--- config.mk ---
export PLATFORM = sky130hd
export DESIGN_NAME = lpm_ctrl
export DESIGN_NICKNAME = d
export VERILOG_FILES = /design/src/rtl/lpm_pkg.sv /design/src/rtl/lpm_wake_sync.sv /design/src/rtl/lpm_mode_fsm.sv /design/src/rtl/lpm_mask_reg.sv /design/src/rtl/lpm_clk_gate.sv /design/src/rtl/lpm_ctrl.sv
export SDC_FILE = /design/constraint.sdc
export NUM_CORES = 1
export LEC_CHECK = 0
export ABC_AREA = 1
export BUFFER_PORTS_ARGS = -buffer_cell sky130_fd_sc_hd__buf_2
export CAP_MARGIN = 10
export CORE_AREA = 2 2 39 41
export CTS_CLUSTER_DIAMETER = 60
export DETAILED_ROUTE_END_ITERATION = 10
export DIE_AREA = 0 0 41 43
export PLACE_DENSITY = 0.72
export SETUP_SLACK_MARGIN = 0.15
export SYNTH_ARGS = -nofsm -noshare
export SYNTH_HDL_FRONTEND = slang
export SYNTH_HIERARCHICAL = 1
export SYNTH_SLANG_ARGS = --single-unit
--- constraint.sdc ---
create_clock -name clk -period 4 [get_ports clk]
set_input_delay 0.2 -clock clk [delete_from_list [all_inputs] [get_ports clk]]
set_output_delay 0.2 -clock clk [all_outputs]
set_load 0.005 [all_outputs]
--- src/rtl/lpm_pkg.sv ---
package lpm_pkg;
  typedef enum logic [1:0] {
    MODE_RUN  = 2'b00,
    MODE_WAIT = 2'b01,
    MODE_STOP = 2'b10,
    MODE_BKG  = 2'b11
  } lpm_mode_e;
endpackage

--- src/rtl/lpm_wake_sync.sv ---
module lpm_wake_sync #(
  parameter int STAGES = 2
) (
  input  logic clk,
  input  logic rst,
  input  logic din,
  output logic dout
);
  generate
    if (STAGES == 0) begin : g_bypass
      assign dout = din;
    end else begin : g_chain
      logic [STAGES-1:0] sh_q;
      always_ff @(posedge clk) begin
        if (rst) sh_q <= '0;
        else     sh_q <= {sh_q[STAGES-2 >= 0 ? STAGES-2 : 0:0], din};
      end
      assign dout = sh_q[STAGES-1];
    end
  endgenerate
endmodule

--- src/rtl/lpm_mode_fsm.sv ---
module lpm_mode_fsm
  import lpm_pkg::*;
(
  input  logic      clk,
  input  logic      rst,
  input  logic      boot_bkg,
  input  logic      wait_req,
  input  logic      stop_req,
  input  logic      irq_pend,
  input  logic      ext_wake_s,
  input  logic      tick_wake_s,
  input  logic      bdm_cmd,
  input  logic      bkg_go,
  input  logic      dbg_en,
  input  logic      keep_min_clk,
  output lpm_mode_e mode_q,
  output lpm_mode_e mode_nxt,
  output logic      wait_entry
);
  logic bkg_req;
  assign bkg_req = bdm_cmd & dbg_en;

  always_comb begin
    mode_nxt   = mode_q;
    wait_entry = 1'b0;
    unique case (mode_q)
      MODE_RUN: begin
        if (wait_req) begin
          mode_nxt   = MODE_WAIT;
          wait_entry = 1'b1;
        end else if (stop_req) begin
          mode_nxt = MODE_STOP;
        end else if (bkg_req) begin
          mode_nxt = MODE_BKG;
        end
      end
      MODE_WAIT: begin
        if (bkg_req)       mode_nxt = MODE_BKG;
        else if (irq_pend) mode_nxt = MODE_RUN;
      end
      MODE_STOP: begin
        if (ext_wake_s || (tick_wake_s && keep_min_clk)) mode_nxt = MODE_RUN;
      end
      MODE_BKG: begin
        if (bkg_go) mode_nxt = MODE_RUN;
      end
      default: mode_nxt = MODE_RUN;
    endcase
  end

  always_ff @(posedge clk) begin
    if (rst) mode_q <= boot_bkg ? MODE_BKG : MODE_RUN;
    else     mode_q <= mode_nxt;
  end
endmodule

--- src/rtl/lpm_mask_reg.sv ---
module lpm_mask_reg (
  input  logic clk,
  input  logic rst,
  input  logic wait_entry,
  input  logic mask_set,
  input  logic mask_clr,
  output logic mask_q
);
  always_ff @(posedge clk) begin
    if (rst)             mask_q <= 1'b1;
    else if (wait_entry) mask_q <= 1'b0;
    else if (mask_set)   mask_q <= 1'b1;
    else if (mask_clr)   mask_q <= 1'b0;
  end
endmodule

--- src/rtl/lpm_clk_gate.sv ---
module lpm_clk_gate
  import lpm_pkg::*;
(
  input  logic      clk,
  input  logic      rst,
  input  lpm_mode_e mode_nxt,
  input  logic      dbg_en,
  input  logic      keep_min_clk,
  output logic      cpu_clk_en,
  output logic      per_clk_en,
  output logic      osc_en,
  output logic      min_clk_en
);
  logic halting;
  assign halting = (mode_nxt == MODE_STOP);

  always_ff @(posedge clk) begin
    if (rst) begin
      cpu_clk_en <= 1'b1;
      per_clk_en <= 1'b1;
      osc_en     <= 1'b1;
      min_clk_en <= 1'b1;
    end else begin
      cpu_clk_en <= (mode_nxt == MODE_RUN) || (mode_nxt == MODE_BKG);
      per_clk_en <= !halting;
      osc_en     <= !halting || dbg_en;
      min_clk_en <= !halting || dbg_en || keep_min_clk;
    end
  end
endmodule

--- src/rtl/lpm_ctrl.sv ---
module lpm_ctrl #(
  parameter int WAKE_SYNC = 2
) (
  input  logic       clk,
  input  logic       rst,
  input  logic       boot_bkg,
  input  logic       wait_req,
  input  logic       stop_req,
  input  logic       irq_pend,
  input  logic       ext_wake,
  input  logic       tick_wake,
  input  logic       bdm_cmd,
  input  logic       bkg_go,
  input  logic       dbg_en,
  input  logic       keep_min_clk,
  input  logic       mask_set,
  input  logic       mask_clr,
  output logic [1:0] mode,
  output logic       mask_bit,
  output logic       cpu_clk_en,
  output logic       per_clk_en,
  output logic       osc_en,
  output logic       min_clk_en
);
  import lpm_pkg::*;

  localparam int NUM_WAKE = 2;

  logic [NUM_WAKE-1:0] wake_raw, wake_s;
  lpm_mode_e           mode_q, mode_nxt;
  logic                wait_entry;

  assign wake_raw = {tick_wake, ext_wake};

  for (genvar gi = 0; gi < NUM_WAKE; gi++) begin : g_sync
    lpm_wake_sync #(.STAGES(WAKE_SYNC)) u_sync (
      .clk  (clk),
      .rst  (rst),
      .din  (wake_raw[gi]),
      .dout (wake_s[gi])
    );
  end

  lpm_mode_fsm u_fsm (
    .clk          (clk),
    .rst          (rst),
    .boot_bkg     (boot_bkg),
    .wait_req     (wait_req),
    .stop_req     (stop_req),
    .irq_pend     (irq_pend),
    .ext_wake_s   (wake_s[0]),
    .tick_wake_s  (wake_s[1]),
    .bdm_cmd      (bdm_cmd),
    .bkg_go       (bkg_go),
    .dbg_en       (dbg_en),
    .keep_min_clk (keep_min_clk),
    .mode_q       (mode_q),
    .mode_nxt     (mode_nxt),
    .wait_entry   (wait_entry)
  );

  lpm_mask_reg u_mask (
    .clk        (clk),
    .rst        (rst),
    .wait_entry (wait_entry),
    .mask_set   (mask_set),
    .mask_clr   (mask_clr),
    .mask_q     (mask_bit)
  );

  lpm_clk_gate u_gate (
    .clk          (clk),
    .rst          (rst),
    .mode_nxt     (mode_nxt),
    .dbg_en       (dbg_en),
    .keep_min_clk (keep_min_clk),
    .cpu_clk_en   (cpu_clk_en),
    .per_clk_en   (per_clk_en),
    .osc_en       (osc_en),
    .min_clk_en   (min_clk_en)
  );

  assign mode = mode_q;
endmodule

==> results.tsv <==
stage	metric	value	unit
clocking	htree depth	1	
sta	min Tclk post-route	1.49	ns
floorplanning	Die Y-Extent	43	um
grt	pin count of the biggest net entering global routing	10	
detailed_routing	# DRC	0	
layout	P&R area growth vs syn	30.6	%
synth	cell taking the most area after synthesis	dfxtp_1	
synth	Synth area leaders	dfxtp_1 46%, inv_1 13%, nand2_1 13%, nand3_2 6.3%, nor2_1 3.9%	
grt	vias in the first global route	367	
floorplanning	Initial Util	34.5	%
detailed_routing	via count	433	
power	cell-internal power	0.187	mW
worst_hold_path	Hold Path Stages	3	
clocking	clock root cell	clkbuf_4	
worst_hold_path	Tightest Hold Check Type	in2reg	
worst_setup_path	critical path's largest stage delay	0.35	ns
synth	post-synth top area share	46.1	%
floorplanning	die footprint	1760	um^2
clocking	Sink Count	11	
worst_setup_path	worst setup path startpoint	u_fsm/mode_q[1]$_DFF_P_	
floorplanning	Core Area	1380	um^2
synth	Synth Register Bits	11	
synth	sequential share of the synthesized area	46.1	%
worst_setup_path	CP Launch Type	flip-flop	
layout	Non-Filler Instances	106	
worst_setup_path	worst reg2reg path depth	8	
synth	top post-synthesis cells by count	17 x inv_1, 17 x nand2_1, 11 x dfxtp_1	
worst_setup_path	CP endpoint kind	flip-flop	
sta	Slew Viols, Final	0	
floorplanning	std cell rows	14	
grt	first-pass GRT wire length	1320	um
sta	final count of hold timing violations	0	
grt	GRT Util Overall	11.1	%
power	leak pwr	0.364	nW
run	count of max-cap constraint violations	0	
grt	initial antenna violation count	0	
worst_setup_path	CP Data Required Time	4.15	ns
placed_design	cell count after placement	102	
placed_design	Final GP Congestion	0.798	
layout	layout cell share with drive strength beyond 1	35.6	%
status	status	completed	
clocking	cts hold-fix bufs	0	
sta	final setup vio count	0	
worst_hold_path	HP Start	tick_wake	
detailed_routing	Initial DRT Pass Iterations	5	
synth	Post-synth ARST share	0	%
layout	Antenna Cells	0	
worst_setup_path	Arrival @ worst endpoint	1.64	ns
layout	fin util	45.1	%
placed_design	port bufs	20	
power	Net Sw Frac	28.6	%
sta	fmax	670	MHz
power	Tot Pwr	0.262	mW
worst_setup_path	reg-to-reg setup timing slack	2.51	ns
worst_setup_path	Cell Chain, Critical Path	nor2_1 -> nand2_1 -> nand2_1 -> inv_2 -> nand3_2 -> inv_1 -> ha_1 -> or2_1	
synth	Post-synth EDFFs	0	
synth	Syn Inst Count	66	
detailed_routing	vias per cell	4.08	
grt	Overflow after GRT	0	
sta	Setup TNS	0	ns
power	power density cells	420	nW/um^2
sta	Final period util	37.3	%
clocking	Post-CTS Resized	0	
placed_design	hpwl dp	699	um
synth	post-synthesis cell area	478	um^2
detailed_routing	DR iter-0 viols	5	
power	maximum vdd drop	0.000210	V
worst_setup_path	most used cell, CP	nand2_1	
clocking	TritonCTS Buffers	3	
clocking	clk_lat worst skew	0.26	ns
power	sequential share of power	48.4	%
synth	syn nets	81	
clocking	clock buffer depth	2	
sta	final worst setup slack	2.51	ns
sta	Least-Margin Pin Slew	0.170	ns
detailed_routing	number of antenna-violating nets in the routed design	0	
sta	skew final	0.00156	ns
layout	nets	106	
clocking	post-CTS setup buffer count	0	
power	Switch Pwr	0.0750	mW
detailed_routing	overall routed net length	856	um
synth	synthesized area per cell	7.24	um^2
synth	Post-synth top flop	dfxtp_1	
clocking	Worst-path clk slew	0.07	ns
worst_setup_path	RR Startpoint	u_fsm/mode_q[1]$_DFF_P_	
power	Clk pwr share	28.1	%
worst_setup_path	CP max FO	5	
floorplanning	num ports	21	
sta	slew margin rel.	88.6	%
synth	Yosys cell types	14	
detailed_routing	WL/cell	8.08	um
synth	Syn. warnings	6	
worst_setup_path	slowest CP cell	dfxtp_1	
placed_design	dpl ws	2.53	ns
clocking	CTS tree	done	
power	combinational power share	23.5	%
sta	unrepaired setup endpoints after global routing	no	
floorplanning	Die X	41	um
worst_setup_path	critical path type	reg2reg	
[metal layers]
metal | up-vias | track usage [%] | wire, um
met1 | 181 | 13.0 | 358
met5 | - | 0 | 0
li1 | 238 | - | -
met2 | 14 | 17.2 | 433
met4 | 0 | 4.00 | 0
met3 | 0 | 4.71 | 65
[final cells by class]
class,instances,area (um^2)
timing repair buffer,20,100
tap,16,20.0
fill,148,759
multi-input combinational,36,186
sequential,11,220
inverter,19,71.3
clock buffer,4,26.3
[registers in the layout, indices dropped and copies added (netlist names)]
signal                      count
u_fsm/mode_q                    2
u_gate/per_clk_en               1
u_gate/min_clk_en               1
g_sync.u_sync/g_chain.sh_q      4
u_gate/cpu_clk_en               1
u_mask/mask_q                   1
u_gate/osc_en                   1
[power groups by stage]
stage / clock network [mW] / logic (mW) / registers [mW]
global placement: 0 / 0.0582 / 0.129
floorplan: 0 / 0.0360 / 0.131
CTS: 0.0766 / 0.0616 / 0.127
finish: 0.0736 / 0.0617 / 0.127
global route: 0.0823 / 0.0688 / 0.129
detailed placement: 0 / 0.0615 / 0.130
[final timing paths]
check,to
max,u_gate/cpu_clk_en$_SDFF_PP1_
min,g_sync[1].u_sync/g_chain.sh_q[0]$_SDFF_PP0_
max reg2reg,u_gate/cpu_clk_en$_SDFF_PP1_
min reg2reg,g_sync[1].u_sync/g_chain.sh_q[1]$_SDFF_PP0_
[through the flow]
step / hold WS, ns / instance area [um^2]
floorplan: 0.271 / 478
global placement: 0.390 / 598
detailed placement: 0.397 / 598
CTS: 0.132 / 624
global route: 0.140 / 624
finish: 0.137 / 624
[placed cells by master (no fill, tap or decap)]
cell,Yosys,routed
a21oi_2,1,1
buf_2,0,20
clkbuf_1,0,1
clkbuf_4,0,3
dfxtp_1,11,11
ha_1,1,1
inv_1,17,17
inv_2,2,2
nand2_1,17,17
nand2_2,1,1
nand3_1,3,3
nand3_2,3,3
nand3b_1,1,1
nor2_1,5,5
nor2_2,2,2
nor3_1,1,1
or2_1,1,1
[cells by family (layout without fill, tap and decap cells)]
group,Yosys count,in the layout,synth area share [%]
AOI/OAI and AO/OA,1,1,1.83
adders and majority gates,1,1,2.62
buffers and inverters,19,43,14.9
DFF,11,11,46.1
and+or+nand+nor,34,34,34.6
[worst max-delay path: cells and delay by family (launching register included)]
kind / cells / cell delay, ns
adders and majority gates: 1 / 0.29
DFF: 1 / 0.35
buffers and inverters: 2 / 0.08
and+or+nand+nor: 5 / 0.66
Note: power is estimated with default switching activity, not from simulation.
